===== src/rtl/acc_alu_pkg.sv =====
package acc_alu_pkg;

   localparam int OPC_W      = 5;
   localparam int PSW_W      = 8;
   localparam int PSW_CY_BIT = 7;
   localparam int PSW_AC_BIT = 6;
   localparam int PSW_OV_BIT = 2;

   typedef enum logic [OPC_W-1:0] {
      OP_NOP  = 5'd0,
      OP_LDA  = 5'd1,
      OP_LDB  = 5'd2,
      OP_ADD  = 5'd3,
      OP_ADDC = 5'd4,
      OP_SUBB = 5'd5,
      OP_AND  = 5'd6,
      OP_OR   = 5'd7,
      OP_XOR  = 5'd8,
      OP_INC  = 5'd9,
      OP_DEC  = 5'd10,
      OP_CPL  = 5'd11,
      OP_CLR  = 5'd12,
      OP_SWAP = 5'd13,
      OP_RL   = 5'd14,
      OP_RR   = 5'd15,
      OP_RLC  = 5'd16,
      OP_RRC  = 5'd17,
      OP_DA   = 5'd18,
      OP_MUL  = 5'd19,
      OP_DIV  = 5'd20,
      OP_CMP  = 5'd21,
      OP_SETC = 5'd22,
      OP_CLRC = 5'd23
   } alu_op_e;

   typedef struct packed {
      logic cy;
      logic ac;
      logic ov;
   } alu_flags_t;

endpackage


===== src/rtl/acc_alu_addsub.sv =====
module acc_alu_addsub #(
   parameter int DATA_W = 8,
   parameter int NIB_W  = 4
) (
   input  logic [DATA_W-1:0] a,
   input  logic [DATA_W-1:0] b,
   input  logic              cin,
   input  logic              sub,
   output logic [DATA_W-1:0] res,
   output logic              cy,
   output logic              ac,
   output logic              ov
);

   localparam int EXT_W = DATA_W + 1;
   localparam int MSB   = DATA_W - 1;

   if (NIB_W < 1 || NIB_W >= DATA_W) begin : g_bad_nib
      $error("acc_alu_addsub: NIB_W must lie between 1 and DATA_W-1");
   end

   logic [EXT_W-1:0] wide;
   logic [EXT_W-1:0] cin_ext;

   assign cin_ext = {{DATA_W{1'b0}}, cin};

   always_comb begin
      if (sub) begin
         wide = {1'b0, a} - {1'b0, b} - cin_ext;
      end else begin
         wide = {1'b0, a} + {1'b0, b} + cin_ext;
      end
   end

   assign res = wide[DATA_W-1:0];
   // Carry or borrow out of the top bit.
   assign cy  = wide[DATA_W];
   // Carry (or borrow) into a bit is recovered from that bit's sum and inputs.
   assign ac  = wide[NIB_W] ^ a[NIB_W] ^ b[NIB_W];
   // Signed overflow: operand signs that should agree with the result do not.
   assign ov  = sub ? ((a[MSB] != b[MSB]) && (wide[MSB] != a[MSB]))
                    : ((a[MSB] == b[MSB]) && (wide[MSB] != a[MSB]));

endmodule


===== src/rtl/acc_alu_decadj.sv =====
module acc_alu_decadj #(
   parameter int DATA_W = 8
) (
   input  logic [DATA_W-1:0] acc,
   input  logic              ac_in,
   input  logic              cy_in,
   output logic [DATA_W-1:0] res,
   output logic              cy_out
);

   localparam int EXT_W = DATA_W + 1;
   localparam logic [EXT_W-1:0] LO_FIX = EXT_W'(6);
   localparam logic [EXT_W-1:0] HI_FIX = EXT_W'(8'h60);

   if (DATA_W < 8) begin : g_bad_w
      $error("acc_alu_decadj: DATA_W must be at least 8");
   end

   logic             fix_lo;
   logic             fix_hi;
   logic [EXT_W-1:0] stage1;
   logic [EXT_W-1:0] stage2;

   always_comb begin
      fix_lo = ac_in || (acc[3:0] > 4'd9);
      stage1 = {1'b0, acc} + (fix_lo ? LO_FIX : '0);
      fix_hi = stage1[DATA_W] || cy_in || (stage1[7:4] > 4'd9);
      stage2 = stage1 + (fix_hi ? HI_FIX : '0);
   end

   assign res    = stage2[DATA_W-1:0];
   assign cy_out = cy_in | stage1[DATA_W] | stage2[DATA_W];

endmodule


===== src/rtl/acc_alu_mul.sv =====
module acc_alu_mul #(
   parameter int DATA_W    = 8,
   parameter int MUL_STYLE = 1
) (
   input  logic [DATA_W-1:0]   a,
   input  logic [DATA_W-1:0]   b,
   output logic [2*DATA_W-1:0] prod
);

   localparam int PROD_W = 2 * DATA_W;

   if (MUL_STYLE == 0) begin : g_mul_op
      assign prod = PROD_W'(a) * PROD_W'(b);
   end else if (MUL_STYLE == 1) begin : g_mul_shift_add
      logic [PROD_W-1:0] part [DATA_W+1];
      assign part[0] = '0;
      for (genvar gi = 0; gi < DATA_W; gi++) begin : g_row
         assign part[gi+1] = part[gi] + (b[gi] ? (PROD_W'(a) << gi) : '0);
      end
      assign prod = part[DATA_W];
   end else begin : g_bad_style
      $error("acc_alu_mul: MUL_STYLE must be 0 or 1");
   end

endmodule


===== src/rtl/acc_alu_div.sv =====
module acc_alu_div #(
   parameter int DATA_W    = 8,
   parameter int DIV_STYLE = 1
) (
   input  logic [DATA_W-1:0] a,
   input  logic [DATA_W-1:0] b,
   output logic [DATA_W-1:0] quo,
   output logic [DATA_W-1:0] rem,
   output logic              dz
);

   logic [DATA_W-1:0] q_raw;
   logic [DATA_W-1:0] r_raw;

   if (DIV_STYLE == 0) begin : g_div_op
      assign q_raw = a / b;
      assign r_raw = a % b;
   end else if (DIV_STYLE == 1) begin : g_div_restoring
      logic [DATA_W-1:0] part [DATA_W+1];
      assign part[0] = '0;
      for (genvar gi = 0; gi < DATA_W; gi++) begin : g_step
         localparam int K = DATA_W - 1 - gi;
         logic [DATA_W:0]   shifted;
         logic [DATA_W-1:0] diff;
         logic              fits;
         assign shifted     = {part[gi], a[K]};
         assign fits        = shifted >= {1'b0, b};
         assign diff        = shifted[DATA_W-1:0] - b;
         assign q_raw[K]    = fits;
         assign part[gi+1]  = fits ? diff : shifted[DATA_W-1:0];
      end
      assign r_raw = part[DATA_W];
   end else begin : g_bad_style
      $error("acc_alu_div: DIV_STYLE must be 0 or 1");
   end

   // Zero divisor: all-ones quotient, dividend kept as remainder.
   assign dz  = (b == '0);
   assign quo = dz ? '1 : q_raw;
   assign rem = dz ? a  : r_raw;

endmodule


===== src/rtl/acc_alu.sv =====
module acc_alu
   import acc_alu_pkg::*;
#(
   parameter int DATA_W    = 8,
   parameter int MUL_STYLE = 1,
   parameter int DIV_STYLE = 1
) (
   input  logic              clk,
   input  logic              rst_n,
   input  logic [OPC_W-1:0]  op_code,
   input  logic [DATA_W-1:0] operand,
   output logic [DATA_W-1:0] acc_o,
   output logic [DATA_W-1:0] b_o,
   output logic [PSW_W-1:0]  psw_o
);

   localparam int PROD_W = 2 * DATA_W;
   localparam int HALF_W = DATA_W / 2;

   if (DATA_W < 8 || (DATA_W % 4) != 0) begin : g_bad_width
      $error("acc_alu: DATA_W must be a multiple of 4 and at least 8");
   end

   alu_op_e           op;
   logic [DATA_W-1:0] acc_q, acc_d;
   logic [DATA_W-1:0] b_q, b_d;
   alu_flags_t        flg_q, flg_d;

   assign op = alu_op_e'(op_code);

   // Shared adder: add, add-with-carry, subtract-with-borrow and compare.
   logic              as_sub, as_cin;
   logic [DATA_W-1:0] as_res;
   logic              as_cy, as_ac, as_ov;

   assign as_sub = (op == OP_SUBB) || (op == OP_CMP);
   assign as_cin = ((op == OP_ADDC) || (op == OP_SUBB)) && flg_q.cy;

   acc_alu_addsub #(.DATA_W(DATA_W), .NIB_W(4)) u_addsub (
      .a   (acc_q),
      .b   (operand),
      .cin (as_cin),
      .sub (as_sub),
      .res (as_res),
      .cy  (as_cy),
      .ac  (as_ac),
      .ov  (as_ov)
   );

   logic [PROD_W-1:0] prod;

   acc_alu_mul #(.DATA_W(DATA_W), .MUL_STYLE(MUL_STYLE)) u_mul (
      .a    (acc_q),
      .b    (b_q),
      .prod (prod)
   );

   logic [DATA_W-1:0] quo, rem;
   logic              div_zero;

   acc_alu_div #(.DATA_W(DATA_W), .DIV_STYLE(DIV_STYLE)) u_div (
      .a   (acc_q),
      .b   (b_q),
      .quo (quo),
      .rem (rem),
      .dz  (div_zero)
   );

   logic [DATA_W-1:0] da_res;
   logic              da_cy;

   acc_alu_decadj #(.DATA_W(DATA_W)) u_decadj (
      .acc    (acc_q),
      .ac_in  (flg_q.ac),
      .cy_in  (flg_q.cy),
      .res    (da_res),
      .cy_out (da_cy)
   );

   always_comb begin
      acc_d = acc_q;
      b_d   = b_q;
      flg_d = flg_q;
      case (op)
         OP_LDA:  acc_d = operand;
         OP_LDB:  b_d   = operand;
         OP_ADD, OP_ADDC, OP_SUBB: begin
            acc_d    = as_res;
            flg_d.cy = as_cy;
            flg_d.ac = as_ac;
            flg_d.ov = as_ov;
         end
         OP_AND:  acc_d = acc_q & operand;
         OP_OR:   acc_d = acc_q | operand;
         OP_XOR:  acc_d = acc_q ^ operand;
         OP_INC:  acc_d = acc_q + 1'b1;
         OP_DEC:  acc_d = acc_q - 1'b1;
         OP_CPL:  acc_d = ~acc_q;
         OP_CLR:  acc_d = '0;
         OP_SWAP: acc_d = {acc_q[HALF_W-1:0], acc_q[DATA_W-1:HALF_W]};
         OP_RL:   acc_d = {acc_q[DATA_W-2:0], acc_q[DATA_W-1]};
         OP_RR:   acc_d = {acc_q[0], acc_q[DATA_W-1:1]};
         OP_RLC: begin
            acc_d    = {acc_q[DATA_W-2:0], flg_q.cy};
            flg_d.cy = acc_q[DATA_W-1];
         end
         OP_RRC: begin
            acc_d    = {flg_q.cy, acc_q[DATA_W-1:1]};
            flg_d.cy = acc_q[0];
         end
         OP_DA: begin
            acc_d    = da_res;
            flg_d.cy = da_cy;
         end
         OP_MUL: begin
            acc_d    = prod[DATA_W-1:0];
            b_d      = prod[PROD_W-1:DATA_W];
            flg_d.cy = 1'b0;
            flg_d.ov = |prod[PROD_W-1:DATA_W];
         end
         OP_DIV: begin
            acc_d    = quo;
            b_d      = rem;
            flg_d.cy = 1'b0;
            flg_d.ov = div_zero;
         end
         OP_CMP:  flg_d.cy = as_cy;
         OP_SETC: flg_d.cy = 1'b1;
         OP_CLRC: flg_d.cy = 1'b0;
         default: ;
      endcase
   end

   always_ff @(posedge clk) begin
      if (!rst_n) begin
         acc_q <= '0;
         b_q   <= '0;
         flg_q <= '0;
      end else begin
         acc_q <= acc_d;
         b_q   <= b_d;
         flg_q <= flg_d;
      end
   end

   assign acc_o = acc_q;
   assign b_o   = b_q;

   always_comb begin
      psw_o             = '0;
      psw_o[PSW_CY_BIT] = flg_q.cy;
      psw_o[PSW_AC_BIT] = flg_q.ac;
      psw_o[PSW_OV_BIT] = flg_q.ov;
   end

   // ---------------------------------------------------------------- checks

   p_flags_hold_r4: assert property (@(posedge clk) disable iff (!rst_n)
      (op inside {OP_LDA, OP_LDB, OP_AND, OP_OR, OP_XOR, OP_INC, OP_DEC,
                  OP_CPL, OP_CLR, OP_SWAP, OP_RL, OP_RR})
      |=> (flg_q == $past(flg_q)));

   p_rlc_ring_r5: assert property (@(posedge clk) disable iff (!rst_n)
      (op == OP_RLC)
      |=> (({flg_q.cy, acc_q} == {$past(acc_q), $past(flg_q.cy)})
           && $stable(b_q)));

   p_da_cy_sticky_r6: assert property (@(posedge clk) disable iff (!rst_n)
      (op == OP_DA && flg_q.cy) |=> flg_q.cy);

   p_mul_product_r7: assert property (@(posedge clk) disable iff (!rst_n)
      (op == OP_MUL)
      |=> (({b_q, acc_q} == PROD_W'($past(acc_q)) * PROD_W'($past(b_q)))
           && !flg_q.cy && (flg_q.ov == (b_q != '0))));

   p_div_identity_r8: assert property (@(posedge clk) disable iff (!rst_n)
      (op == OP_DIV && b_q != '0)
      |=> ((PROD_W'(acc_q) * PROD_W'($past(b_q)) + PROD_W'(b_q)
            == PROD_W'($past(acc_q)))
           && (b_q < $past(b_q)) && !flg_q.cy && !flg_q.ov));

   p_div_zero_r9: assert property (@(posedge clk) disable iff (!rst_n)
      (op == OP_DIV && b_q == '0)
      |=> ((acc_q == '1) && (b_q == $past(acc_q)) && flg_q.ov && !flg_q.cy));

   p_cmp_only_cy_r10: assert property (@(posedge clk) disable iff (!rst_n)
      (op == OP_CMP)
      |=> ($stable(acc_q) && $stable(b_q) && $stable(flg_q.ac)
           && $stable(flg_q.ov) && (flg_q.cy == ($past(acc_q) < $past(operand)))));

   p_idle_hold_r11: assert property (@(posedge clk) disable iff (!rst_n)
      ((op_code == 5'd0) || (op_code >= 5'd24))
      |=> ($stable(acc_q) && $stable(b_q) && $stable(flg_q)));

endmodule


===== config.mk =====
export PLATFORM = sky130hd
export DESIGN_NAME = acc_alu
export DESIGN_NICKNAME = d
export VERILOG_FILES = /design/src/rtl/acc_alu_pkg.sv /design/src/rtl/acc_alu_addsub.sv /design/src/rtl/acc_alu_decadj.sv /design/src/rtl/acc_alu_mul.sv /design/src/rtl/acc_alu_div.sv /design/src/rtl/acc_alu.sv
export SDC_FILE = /design/constraint.sdc
export NUM_CORES = 1
export LEC_CHECK = 0
export ABC_AREA = 0
export BUFFER_PORTS_ARGS = -buffer_cell sky130_fd_sc_hd__buf_2
export CORE_ASPECT_RATIO = 0.7
export CORE_UTILIZATION = 50
export CTS_CLUSTER_DIAMETER = 60
export DETAILED_ROUTE_END_ITERATION = 6
export PLACE_DENSITY = 0.69
export SLEW_MARGIN = 15
export SYNTH_ARGS = -nofsm -noshare
export SYNTH_HDL_FRONTEND = slang
export SYNTH_HIERARCHICAL = 1
export SYNTH_SLANG_ARGS = --single-unit

===== constraint.sdc =====
create_clock -name clk -period 15.8 [get_ports clk]
set_input_delay 3.16 -clock clk [delete_from_list [all_inputs] [get_ports clk]]
set_output_delay 3.16 -clock clk [all_outputs]
set_load 0.02 [all_outputs]

==> impl_metrics.py <==
metrics = {
    "floorplan": {
        "io_pins": 39,
        "die_area_sq_um": 18900,
        "core_area_sq_um": 18000,
        "dieWidth_um": 164,
        "die_h_um": 115,
        "initial_utilization_pct": 51.0,
        "rows": 41,
    },
    "placed_design": {
        "gp_congestion": 1.00,
        "dpl.hpwl_um": 21900,
        "dp_slack_ps": -521,
        "io_buffer_count": 33,
    },
    "min_path": {
        "hp-start": "psw_o[6]$_SDFFE_PN0N_",
        "holdPathStages": 2,
        "hold_path_class": "flop to flop",
        "whs_endpoint": "psw_o[6]$_SDFFE_PN0N_",
    },
    "logic_synthesis": {
        "syn_area_sq_um": 9160,
        "synthFlopType": "dfxtp_1",
        "syn_avg_cell_area_sq_um": 7.82,
        "ys_types": 102,
        "yosys-top-cells-area": "ha_1 19%, fa_1 11%, inv_1 5.4%, dfxtp_1 4.2%, o21ai_0 4.0%",
        "synth_area_leader_cell": "ha_1",
        "synth_edf_count": 0,
        "ys_warn_count": 6,
        "async_reset_ff_share_pct": 0,
        "ys_ff_latch": 19,
        "synth_top_area_share_pct": 18.6,
        "synth_cells": 1171,
        "ys_seq_area_share_pct": 4.15,
    },
    "final_layout": {
        "seqCellArea_sq_um": 389,
        "fill_cells": 1662,
        "num-nets-final": 1451,
        "num_antenna_cells": 0,
        "multi_input_area_sq_um": 8400,
        "utilization_pct": 57.9,
        "layout-area-overhead-vs-synth_pct": 13.6,
        "drive_above_1_share_pct": 18.1,
    },
    "sta": {
        "drv_slew": 0,
        "tightest_slew_ps": 1250,
        "setup_ws_ps": 505,
        "slew_headroom_pct": 14.5,
        "final-setup-viol-count": 0,
        "period_minus_slack_ps": 15300,
        "finalCritPeriodShare_pct": 96.8,
        "finalHoldViolCount": 0,
        "fmax_mhz": 65.4,
        "finClkSkew_ps": 5.26,
    },
    "routing": {
        "first_pass_iters": 7,
        "ant_nets": 0,
        "via_per_inst": 6.29,
        "drt_wl_total_um": 29600,
        "vias": 9334,
        "initialDrtViolationCount": 864,
        "wl_per_cell_um": 19.9,
        "drc_errors": 5,
    },
    "cts": {
        "clk_pin_slew_worst_paths_ps": 70,
        "cts_buffer_depth": 2,
        "ctsHtreeMaxLevel": 1,
        "cts_root_buf": "clkbuf_16",
        "cts_buffers": 3,
        "numClockSinks": 19,
        "tritoncts": "built",
        "ctsHoldBuffers": 0,
        "clk_latency_ps": 270,
    },
    "worst_setup_path": {
        "worstRegToRegCells": 78,
        "arrival_ps": 15450,
        "r2r_slack_ps": 500,
        "cp_slowest_cell": "o31a_4",
        "cp_max_fo": 8,
        "crit_start": "acc_o[7]$_SDFFE_PN0P_",
        "end_kind": "flop",
        "critPathKind": "flop to flop",
        "slowest_delay_ps": 400,
        "rr_startpoint": "acc_o[7]$_SDFFE_PN0P_",
        "r2r-end": "b_o[3]$_SDFFE_PN0P_",
        "start_kind": "flop",
        "required_ps": 15950,
    },
    "run_status": {
        "violations": "DRC",
        "status": "complete, but fails checks",
    },
    "global_routing": {
        "track_usage_pct": 30.2,
        "grt_max_degree": 36,
        "grt_pass1_wl_um": 44700,
        "grt_pass1_vias": 8294,
        "grt_antenna_before_repair": 0,
        "overflow": 0,
    },
    "flow_run": {
        "drv_cap": 0,
    },
}
[final cells by class]
| cell class | instances | area share, % |
|---|---|---|
| flip-flops and latches | 19 | 3.74 |
| clock inverters | 1 | 0.0722 |
| multi-input cells | 986 | 80.7 |
| repair buffers | 107 | 7.13 |
| inverters | 132 | 4.80 |
| well taps | 236 | 2.84 |
| clock buffers | 3 | 0.722 |
[cells in the final DEF (no fill, tap or decap), drive strengths merged, types with 7 or more instances in the layout]
cell	count
xor2	21
and3	15
xnor2	41
o21ai	82
nand4	9
a21o	23
nor3b	7
and2	54
nor2b	23
inv	130
a211oi	9
dfxtp	19
mux2i	20
buf	107
a221o	10
nor2	74
o31ai	8
nand2b	19
nand2	74
o31a	8
a22oi	18
o211ai	12
o22ai	10
ha	136
a21oi	70
mux2	22
fa	51
nand3	17
o21a	19
nor3	21
[cell usage after synthesis (all sizes together), types with 12 or more instances]
cell,count
a21oi,70
mux2i,20
nand2,74
nand3,17
xor2,21
dfxtp,19
xnor2,41
fa,51
ha,136
and3,15
o21ai,82
and2,54
o21a,19
buf,30
nor2b,23
mux2,22
nor2,74
nor3,21
o211ai,12
nand2b,19
inv,131
a21o,23
a22oi,18
[metrics by stage]
stage                     TNS, ps  area [sq um]  std cells  hold slack [ps]
after floorplan                 0          9210       1175              596
after global placement          0          9780       1451              539
after detailed placement    -3970          9780       1451              566
after CTS                       0          9950       1462              583
after global routing        -2000         10400       1484              623
final                           0         10400       1484              583
[state kept, by name, indices dropped and copies added (netlist names)]
signal	count
acc_o	8
b_o	8
psw_o	3
[critical path, delay by kind of cell, from the launching register on]
family,cells,cell delay [ps]
flops,1,340
mux,5,1680
simple gates,18,3020
fa+ha+maj,8,2280
buf+inv,10,1220
compound gates,37,6640
[per-layer routing]
metal | routed length, um | global-route usage, % | vias up
li1 | - | - | 4350
met1 | 13900 | 45.4 | 4466
met2 | 12300 | 44.1 | 469
met3 | 2820 | 6.02 | 49
met4 | 522 | 5.99 | 0
met5 | 0 | 0 | -
[how the worst max path moves through the flow]
stage	endpoint	depth (start not counted)
2_1_floorplan	b_o[1]$_SDFFE_PN0P_	85
3_3_place_gp	b_o[1]$_SDFFE_PN0P_	79
3_5_place_dp	b_o[1]$_SDFFE_PN0P_	79
4_1_cts	b_o[1]$_SDFFE_PN0P_	80
5_1_grt	b_o[3]$_SDFFE_PN0P_	83
6_report	b_o[3]$_SDFFE_PN0P_	78
[timing repair]
action / in CTS / in global routing
pin swaps: 4 / 21
buffers inserted: 7 / 21
resized for setup: 7 / 60
cloned: 0 / 1
hold endpoints to repair: 0 / 0
setup endpoints to repair: 9 / 9
[cell families after synthesis]
group / share of synthesized area [%]
mux: 4.93
simple gates: 21.2
xor+xnor: 5.93
fa+ha+maj: 29.7
buf+inv: 7.96
flops: 4.15
compound gates: 26.1
other cells: 0.0409
Power is not shown: default switching activity piles up to over one toggle a cycle in this logic, so the estimate is an artifact.
